==> src/rtl/msi_agg_pkg.sv <==
package msi_agg_pkg;
  localparam int unsigned AGG_AW        = 12;
  localparam int unsigned AGG_DW        = 32;
  localparam int unsigned AGG_STRIDE    = 'h10;
  localparam int unsigned AGG_EOI_A     = 'h050;
  localparam int unsigned AGG_DB_A      = 'h054;
  localparam int unsigned AGG_GRP_ST_A  = 'h104;
  localparam int unsigned AGG_GRP_ES_A  = 'h108;
  localparam int unsigned AGG_GRP_EC_A  = 'h10C;
  localparam int unsigned AGG_LEG_ST_A  = 'h184;
  localparam int unsigned AGG_LEG_ES_A  = 'h188;
  localparam int unsigned AGG_LEG_EC_A  = 'h18C;
endpackage

==> src/rtl/msi_db_dec.sv <==
module msi_db_dec #(
  parameter int unsigned NUM_VEC = 32,
  parameter int unsigned NUM_GRP = 8,
  parameter int unsigned AW      = 12,
  parameter int unsigned DW      = 32,
  parameter int unsigned DB_A    = 'h054,
  localparam int unsigned GW     = NUM_VEC / NUM_GRP,
  localparam int unsigned VW     = $clog2(NUM_VEC)
) (
  input  logic                         db_wr,
  input  logic [AW-1:0]                db_addr,
  input  logic [DW-1:0]                db_data,
  output logic [NUM_GRP-1:0][GW-1:0]   grp_set
);
  logic          hit;
  logic [VW-1:0] vec;

  assign hit = db_wr && (db_addr == AW'(DB_A));
  assign vec = db_data[VW-1:0];

  // group = vector modulo group count, bit = vector / group count
  for (genvar g = 0; g < NUM_GRP; g++) begin : g_grp
    for (genvar b = 0; b < GW; b++) begin : g_bit
      assign grp_set[g][b] = hit && (vec == VW'(b * NUM_GRP + g));
    end
  end
endmodule

==> src/rtl/msi_src_slice.sv <==
module msi_src_slice #(
  parameter int unsigned W        = 4,
  parameter int unsigned AW       = 12,
  parameter int unsigned DW       = 32,
  parameter int unsigned ST_A     = 'h104,
  parameter int unsigned ES_A     = 'h108,
  parameter int unsigned EC_A     = 'h10C,
  parameter int unsigned EOI_A    = 'h050,
  parameter int unsigned EOI_CODE = 4
) (
  input  logic          clk,
  input  logic          rst,
  input  logic [W-1:0]  set_bits,
  input  logic          wr_en,
  input  logic [AW-1:0] wr_addr,
  input  logic [DW-1:0] wr_data,
  output logic [W-1:0]  status,
  output logic [W-1:0]  enable,
  output logic          irq
);
  logic [W-1:0] clr_m, en_set_m, en_clr_m;
  logic         pending, eoi_hit, held;

  always_comb begin
    clr_m    = (wr_en && wr_addr == AW'(ST_A)) ? wr_data[W-1:0] : '0;
    en_set_m = (wr_en && wr_addr == AW'(ES_A)) ? wr_data[W-1:0] : '0;
    en_clr_m = (wr_en && wr_addr == AW'(EC_A)) ? wr_data[W-1:0] : '0;
    eoi_hit  = wr_en && wr_addr == AW'(EOI_A) && wr_data == DW'(EOI_CODE);
    pending  = |(status & enable);
  end

  always_ff @(posedge clk) begin
    if (rst) begin
      status <= '0;
      enable <= '0;
      held   <= 1'b0;
      irq    <= 1'b0;
    end else begin
      status <= (status & ~clr_m) | set_bits;   // set wins over clear
      enable <= (enable | en_set_m) & ~en_clr_m;
      irq    <= pending && (irq || !held);
      held   <= eoi_hit ? 1'b0 : (held || irq);
    end
  end
endmodule

==> src/rtl/msi_rd_mux.sv <==
module msi_rd_mux #(
  parameter int unsigned NUM_GRP = 8,
  parameter int unsigned GW      = 4,
  parameter int unsigned NUM_LEG = 4,
  parameter int unsigned AW      = 12,
  parameter int unsigned DW      = 32,
  parameter int unsigned STRIDE  = 'h10,
  parameter int unsigned G_ST_A  = 'h104,
  parameter int unsigned G_ES_A  = 'h108,
  parameter int unsigned G_EC_A  = 'h10C,
  parameter int unsigned L_ST_A  = 'h184,
  parameter int unsigned L_ES_A  = 'h188,
  parameter int unsigned L_EC_A  = 'h18C
) (
  input  logic                        clk,
  input  logic                        rst,
  input  logic                        rd_en,
  input  logic [AW-1:0]               rd_addr,
  input  logic [NUM_GRP-1:0][GW-1:0]  grp_status,
  input  logic [NUM_GRP-1:0][GW-1:0]  grp_enable,
  input  logic [NUM_LEG-1:0]          leg_status,
  input  logic [NUM_LEG-1:0]          leg_enable,
  output logic [DW-1:0]               rdata
);
  logic [DW-1:0] sel;

  always_comb begin
    sel = '0;
    for (int g = 0; g < NUM_GRP; g++) begin
      if (rd_addr == AW'(G_ST_A + g * STRIDE))
        sel = DW'(grp_status[g]);
      if (rd_addr == AW'(G_ES_A + g * STRIDE) || rd_addr == AW'(G_EC_A + g * STRIDE))
        sel = DW'(grp_enable[g]);
    end
    for (int k = 0; k < NUM_LEG; k++) begin
      if (rd_addr == AW'(L_ST_A + k * STRIDE))
        sel = DW'(leg_status[k]);
      if (rd_addr == AW'(L_ES_A + k * STRIDE) || rd_addr == AW'(L_EC_A + k * STRIDE))
        sel = DW'(leg_enable[k]);
    end
  end

  always_ff @(posedge clk) begin
    if (rst)        rdata <= '0;
    else if (rd_en) rdata <= sel;
  end
endmodule

==> src/rtl/msi_irq_agg.sv <==
module msi_irq_agg
  import msi_agg_pkg::*;
#(
  parameter int unsigned NUM_VEC = 32,
  parameter int unsigned NUM_GRP = 8,
  parameter int unsigned NUM_LEG = 4,
  parameter int unsigned AW      = AGG_AW,
  parameter int unsigned DW      = AGG_DW,
  localparam int unsigned GW     = NUM_VEC / NUM_GRP
) (
  input  logic               clk,
  input  logic               rst,
  input  logic               reg_wr,
  input  logic               reg_rd,
  input  logic [AW-1:0]      reg_addr,
  input  logic [DW-1:0]      reg_wdata,
  output logic [DW-1:0]      reg_rdata,
  input  logic               db_wr,
  input  logic [AW-1:0]      db_addr,
  input  logic [DW-1:0]      db_data,
  input  logic [NUM_LEG-1:0] intx_in,
  output logic [NUM_GRP-1:0] msi_irq,
  output logic [NUM_LEG-1:0] intx_irq
);
  logic [NUM_GRP-1:0][GW-1:0] grp_set, grp_status, grp_enable;
  logic [NUM_LEG-1:0]         leg_status, leg_enable;

  msi_db_dec #(
    .NUM_VEC(NUM_VEC), .NUM_GRP(NUM_GRP), .AW(AW), .DW(DW), .DB_A(AGG_DB_A)
  ) u_dec (
    .db_wr(db_wr), .db_addr(db_addr), .db_data(db_data), .grp_set(grp_set)
  );

  for (genvar g = 0; g < NUM_GRP; g++) begin : g_msi
    msi_src_slice #(
      .W(GW), .AW(AW), .DW(DW),
      .ST_A(AGG_GRP_ST_A + g * AGG_STRIDE),
      .ES_A(AGG_GRP_ES_A + g * AGG_STRIDE),
      .EC_A(AGG_GRP_EC_A + g * AGG_STRIDE),
      .EOI_A(AGG_EOI_A), .EOI_CODE(NUM_LEG + g)
    ) u_slice (
      .clk(clk), .rst(rst), .set_bits(grp_set[g]),
      .wr_en(reg_wr), .wr_addr(reg_addr), .wr_data(reg_wdata),
      .status(grp_status[g]), .enable(grp_enable[g]), .irq(msi_irq[g])
    );
  end

  for (genvar k = 0; k < NUM_LEG; k++) begin : g_leg
    msi_src_slice #(
      .W(1), .AW(AW), .DW(DW),
      .ST_A(AGG_LEG_ST_A + k * AGG_STRIDE),
      .ES_A(AGG_LEG_ES_A + k * AGG_STRIDE),
      .EC_A(AGG_LEG_EC_A + k * AGG_STRIDE),
      .EOI_A(AGG_EOI_A), .EOI_CODE(k)
    ) u_slice (
      .clk(clk), .rst(rst), .set_bits(intx_in[k]),
      .wr_en(reg_wr), .wr_addr(reg_addr), .wr_data(reg_wdata),
      .status(leg_status[k:k]), .enable(leg_enable[k:k]), .irq(intx_irq[k])
    );
  end

  msi_rd_mux #(
    .NUM_GRP(NUM_GRP), .GW(GW), .NUM_LEG(NUM_LEG), .AW(AW), .DW(DW),
    .STRIDE(AGG_STRIDE),
    .G_ST_A(AGG_GRP_ST_A), .G_ES_A(AGG_GRP_ES_A), .G_EC_A(AGG_GRP_EC_A),
    .L_ST_A(AGG_LEG_ST_A), .L_ES_A(AGG_LEG_ES_A), .L_EC_A(AGG_LEG_EC_A)
  ) u_rd (
    .clk(clk), .rst(rst), .rd_en(reg_rd), .rd_addr(reg_addr),
    .grp_status(grp_status), .grp_enable(grp_enable),
    .leg_status(leg_status), .leg_enable(leg_enable), .rdata(reg_rdata)
  );
endmodule

==> config.mk <==
export PLATFORM = sky130hd
export DESIGN_NAME = msi_irq_agg
export DESIGN_NICKNAME = d
export VERILOG_FILES = /design/src/rtl/msi_agg_pkg.sv /design/src/rtl/msi_db_dec.sv /design/src/rtl/msi_src_slice.sv /design/src/rtl/msi_rd_mux.sv /design/src/rtl/msi_irq_agg.sv
export SDC_FILE = /design/constraint.sdc
export NUM_CORES = 1
export LEC_CHECK = 0
export ABC_AREA = 1
export CORE_MARGIN = 4
export CORE_UTILIZATION = 29
export DETAILED_ROUTE_END_ITERATION = 8
export PLACE_DENSITY = 0.58
export SETUP_SLACK_MARGIN = 0.1
export SLEW_MARGIN = 20
export SYNTH_ARGS = -nofsm -noshare
export SYNTH_HDL_FRONTEND = slang
export SYNTH_SLANG_ARGS = --single-unit
==> constraint.sdc <==
create_clock -name clk -period 2.5 [get_ports clk]
set_input_delay 0.5 -clock clk [delete_from_list [all_inputs] [get_ports clk]]
set_output_delay 0.5 -clock clk [all_outputs]
set_load 0.1 [all_outputs]
# Yosys cells after proc, flatten, opt, wreduce, memory -nomap -nowiden

Cells that the tools add are included.

Logic and storage cells: 437
Flip-flop bits (word level): 128

Reduce and logical (&&, ||, !) cells: 164
Equality and inequality tests: 80
Bitwise gates (word level): 84
Multiplexer cells: 60

Operators with widths:

| kind                  | number |
|---|---|
| $eq A12 B9 Y1 const B | 36 |
| $mux W4               | 48 |
| $eq A32 B3 Y1 const B | 4 |
| $eq A32 B4 Y1 const B | 4 |
| $and A4 B4 Y4         | 24 |
| $logic_and A1 B1 Y1   | 94 |
| $eq A5 B5 Y1 const B  | 16 |
| $eq A32 B2 Y1 const B | 2 |
| $not A4 Y4            | 16 |
| $or A4 B4 Y4          | 16 |
| $eq A5 B4 Y1 const B  | 8 |
| $logic_or A1 B1 Y1    | 36 |
| $eq A32 B1 Y1 const B | 1 |
| $logic_not A32 Y1     | 1 |
| $reduce_or A4 Y1      | 8 |
| $eq A12 B7 Y1 const B | 2 |
| $reduce_or A2 Y1      | 12 |
| $eq A5 B3 Y1 const B  | 4 |
| $and A1 B1 Y1         | 12 |
| $logic_not A1 Y1      | 12 |
| $mux W1               | 12 |
| $eq A5 B2 Y1 const B  | 2 |
| $not A1 Y1            | 8 |
| $or A1 B1 Y1          | 8 |
| 2 further kinds       | 2 |

# Longest topological paths before layout

Depth in word-level cells: 25
Mapped depth: 23

# Cells and area by module

A second synthesis with hierarchy kept.

Cells, all modules: 1611
Area total of the unflattened synthesis: 8978.6 um^2

By module, submodules not included:

| module                           | area each (um^2) | sequential area each (um^2) | times used | cells an instance |
|---|---|---|---|---|
| msi_rd_mux                       | 1463.9           | 80.1                        | 1          | 275 |
| msi_src_slice (g_msi[7].u_slice) | 701.9            | 200.2                       | 1          | 120 |
| msi_src_slice (g_msi[2].u_slice) | 700.7            | 200.2                       | 1          | 116 |
| msi_src_slice (g_msi[0].u_slice) | 695.7            | 200.2                       | 1          | 119 |
| msi_src_slice (g_msi[3].u_slice) | 694.4            | 200.2                       | 1          | 119 |
| msi_src_slice (g_msi[1].u_slice) | 689.4            | 200.2                       | 1          | 120 |
| msi_src_slice (g_msi[5].u_slice) | 679.4            | 200.2                       | 1          | 118 |
| msi_src_slice (g_msi[4].u_slice) | 676.9            | 200.2                       | 1          | 119 |
| msi_src_slice (g_msi[6].u_slice) | 666.9            | 200.2                       | 1          | 119 |
| msi_db_dec                       | 530.5            | 0.0                         | 1          | 100 |
| msi_src_slice (g_leg[2].u_slice) | 386.6            | 80.1                        | 1          | 71 |
| msi_src_slice (g_leg[3].u_slice) | 377.9            | 80.1                        | 1          | 72 |
| msi_src_slice (g_leg[0].u_slice) | 366.6            | 80.1                        | 1          | 74 |
| msi_src_slice (g_leg[1].u_slice) | 347.8            | 80.1                        | 1          | 69 |

# Worst setup path after synthesis

No wires, ideal clock.

Path kind: input-to-reg
From: input port reg_addr[10]
To: register u_rd.rdata[1]
Slack: 0.368 ns
Arrival: 2.001 ns
Stages: 23
Library setup time: 0.131 ns
Cell sequence: inv_1 -> nand2_1 -> nor2_4 -> buf_8 -> nand2_4 -> a21oi_2 -> inv_1 -> o21ai_2 -> a31oi_1 -> a21oi_1 -> nand2_1 -> o21ai_1 -> nand2_1 -> nand2_1 -> nand2_1 -> nand2_1 -> nand2_1 -> nand2_1 -> nand2_1 -> nand2_1 -> nand2_1 -> nand2_1 -> a21oi_2

Cells in the longest elaborated chain, start to end: 25

Ends and longest elaborated chain:

| element                                       | line                               | text |
|---|---|---|
| start, declared                               | msi_irq_agg.sv:15                  | `input logic [AW-1:0] reg_addr,` |
| $eq A12 B9 Y1 (on tied branches)              | msi_rd_mux.sv:30, msi_rd_mux.sv:32 |  |
| $mux W4 or $logic_or A1 B1 Y1 (tied branches) | msi_rd_mux.sv:30, msi_rd_mux.sv:32 |  |
| $mux W4                                       | msi_rd_mux.sv:32                   | `if (rd_addr == AW'(G_ES_A + g * STRIDE) \|\| rd_addr == AW'(G_EC_A + g * STRIDE))` |
| $mux W4                                       | msi_rd_mux.sv:30                   | `if (rd_addr == AW'(G_ST_A + g * STRIDE))` |
| $mux W4                                       | msi_rd_mux.sv:32                   |  |
| $mux W4                                       | msi_rd_mux.sv:30                   |  |
| $mux W4                                       | msi_rd_mux.sv:32                   |  |
| $mux W4                                       | msi_rd_mux.sv:30                   |  |
| (+9 left out)                                 | n/a                                |  |
| $mux W4                                       | msi_rd_mux.sv:36                   | `if (rd_addr == AW'(L_ST_A + k * STRIDE))` |
| $mux W4                                       | msi_rd_mux.sv:38                   | `if (rd_addr == AW'(L_ES_A + k * STRIDE) \|\| rd_addr == AW'(L_EC_A + k * STRIDE))` |
| $mux W4                                       | msi_rd_mux.sv:36                   |  |
| $mux W4                                       | msi_rd_mux.sv:38                   |  |
| $mux W4                                       | msi_rd_mux.sv:36                   |  |
| $mux W4                                       | msi_rd_mux.sv:38                   |  |
| $mux W4                                       | msi_rd_mux.sv:36                   |  |
| $mux W4 (*)                                   | msi_rd_mux.sv:38                   |  |
| end signal, assigned                          | msi_rd_mux.sv:45                   | `else if (rd_en) rdata <= sel;` |
| end, declared                                 | msi_rd_mux.sv:23                   | `output logic [DW-1:0] rdata` |

Every way passes the cells marked *; elsewhere a longest branch is shown, timed or not.
A chain may end at the register's enable or synchronous reset.

# Worst setup path in the final report

From: input port reg_addr[0]
To: register u_rd.rdata[1]

The elaborated chain is that of the path after synthesis.

==> out/qor.txt <==
status = finished, final reports clean
CTS tree = done
first-pass GRT wire length = 28200 um
Hold Crit Class = reg2reg
CP max stage delay = 0.28 ns
grt met3 use = 3.92%
post-cts hold buffer count = 0
Final Cell Area = 0.00751 mm2
ant diodes = 0
Worst path most repeated cell = nand2_1
Fin Hold WS = 0.430 ns
TritonCTS Sinks = 100
wire per inst = 15.5 um
flop and latch count out of synthesis = 100
number of max-cap violations = 0
Iter 0 DRT Violations = 417
Die Area = 0.0217 mm2
Post-Syn Instances = 772
RSZ-0062 raised after global routing = false
most common cell after layout, fill and taps aside = buf_4
Total Wirelength = 18200 um
GP Congestion = 0.883
Initial Util = 29.9%
nets = 1008
period utilization = 87.9%
via count = 5837
most frequent cells in the layout = buf_4, dfxtp_1, nand2_1
Slew headroom = 58.3%
drc violations = 0
GRT Overall Usage = 16.3%
skew final = 0.00574 ns
met1 Use GR = 22.1%
antenna violations before repair = 0
Congestion Overflow GR = 0
P&R area growth vs syn = 33.1%
chip height = 147 um
fin crit period = 2.20 ns
Final setup viols = 0
Crit Path Class = in2reg
DR vias/cell = 4.96
vias in the first global route = 5400
Detailed Place HPWL = 13700 um
Pwr Density = 467 mW/mm2
FP Rows = 50
first-pass detailed-route iteration total = 5
chip width = 147 um
slowest CP cell = dlygate4sd2_1
Tightest Pin Transition = 0.626 ns
area post-placement = 0.00710 mm2
Core ar. = 0.0189 mm2
clock latency on the worst-skew pair = 0.36 ns
Placed Cells = 1154
Reg clk slew, reported paths = 0.07 ns
total I/O pin count = 141
top cell type by total area after synthesis = dfxtp_1
Routed Antenna Nets = 0
Ys Warns = 0
buffers added on ports = 85
Max Buffers Root-to-Sink = 2
critical path data required time = 2.73 ns
CP Launch Type = primary input
top post-synthesis cells by area = dfxtp_1, nand2_1, a21oi_1
Crit. End Element = flop
Critical Path AT = 2.42 ns
met2 Resource Use GR = 25.9%
Synth cell types = 44
syn_area_per_cell = 7.31 um2
CP Cell Sequence = dlygate4sd2_1, inv_2, nand2_2, nor2_4, nand2_4, a21oi_4, inv_2, o21ai_2, a31oi_1, a21oi_1, nand2_1, o21ai_1, nand2_1, nand2_1, nand2_1, nand2_1, nand2_1, nand2_1, nand2_1, nand2_1, nand2_1, nand2_1, a21oi_2
fin cells = 1176
Synth Cell Area = 0.00564 mm2
FMAX = 0.455 GHz
top cell type's share of synthesized area = 35.5%
total CTS buffers = 9
Leakage = 2.99 nW
layout cells sized above 1 = 20.7%
Peak VDD IR = 0.000250 V
largest net degree at the start of global routing = 53
number of max-slew violations in the final report = 0
crit-path max FO = 4
final hold vios = 0
most crowded layer after global routing = met2
sequential area share after synthesis = 35.5%
H-tree depth = 3
fillers = 2016
CTS Root Cell = clkbuf_16
## worst max-delay path, delay by kind of cell
family                 cells  cell delay [ns]
AO/OA/AOI/OAI              6             0.56
buffers and inverters      3             0.39
AND/OR/NAND/NOR           14             0.96
## metrics by stage
stage	setup WS, ns	power, W	TNS, ns	utilization [%]
2_1_floorplan	0.368	0.00199	0	-
3_3_place_gp	-0.405	0.00217	-2.88	37.6
3_5_place_dp	-0.408	0.00217	-2.97	37.6
4_1_cts	0.0819	0.00354	0	39.5
5_1_grt	0.102	0.00363	0	39.7
6_report	0.303	0.00351	0	39.7
## cell type report
| type | instances | area, um2 | area share [%] |
|---|---|---|---|
| multi-input combinational | 546 | 3060 | 40.8 |
| tap | 260 | 325 | 4.33 |
| timing repair buffer | 176 | 1530 | 20.4 |
| inverter | 78 | 295 | 3.93 |
| clock buffer | 10 | 229 | 3.05 |
| clock inverter | 6 | 60.1 | 0.800 |
| sequential | 100 | 2000 | 26.7 |
## flip-flops by register name (all words and copies together), names as in the netlist
name	count
g_leg.u_slice.enable	4
g_leg.u_slice.held	4
g_leg.u_slice.irq	4
g_leg.u_slice.status	4
g_msi.u_slice.enable	32
g_msi.u_slice.held	8
g_msi.u_slice.irq	8
g_msi.u_slice.status	32
u_rd.rdata	4
## where the power goes
part	switching, W	total, W	leakage (nW)	internal [W]
registers	0.00000420	0.00160	0.807	0.00160
logic	0.000378	0.000537	2.05	0.000159
clock network	0.000674	0.00137	0.140	0.000695
## synthesized netlist by cell type (all sizes together)
master	n
nand2	106
dfxtp	100
nor2	79
a21oi	77
inv	74
nand3	64
o21ai	60
buf	46
clkbuf	29
o221a	22
a211oi	17
nor3	15
nand4	12
nor4	12
a31oi	10
o211a	10
a221oi	9
a22o	8
a311oi	4
clkinv	4
a41oi	3
and2	3
o211ai	3
a21boi	2
conb	1
nand3b	1
o221ai	1
## logic make-up (layout without fill, tap and decap cells)
kind of cell           count (synthesis)  count (layout)  share of synthesized area, %
AO/OA/AOI/OAI                        226             226                          26.9
buffers and inverters                153             270                          13.5
flip-flops                           100             100                          35.5
other                                  1              28                        0.0665
AND/OR/NAND/NOR                      292             292                          24.0
## repair_timing
item	in CTS	in global routing
setup endpoints to repair	4	4
resized for setup	24	19
buffers inserted	4	2
gates cloned	0	0
pin swaps	13	10
## final timing paths
kind / from / to / slack [ns] / cells after the start
setup / recovery: reg_addr[0] / u_rd.rdata[1] / 0.30 / 23
hold / removal: g_msi[3].u_slice.held / g_msi[3].u_slice.irq / 0.43 / 1
setup reg to reg: g_msi[1].u_slice.status[0] / u_rd.rdata[0] / 0.78 / 14
hold reg to reg: g_msi[3].u_slice.held / g_msi[3].u_slice.irq / 0.43 / 1
## per-layer routing
layer | share of wire, % | up-vias
met5 | 0 | -
met4 | 1.4 | 0
met3 | 8.4 | 17
met2 | 44 | 229
met1 | 46 | 2664
li1 | - | 2927
No activity file was read; power rests on OpenSTA's default activity.
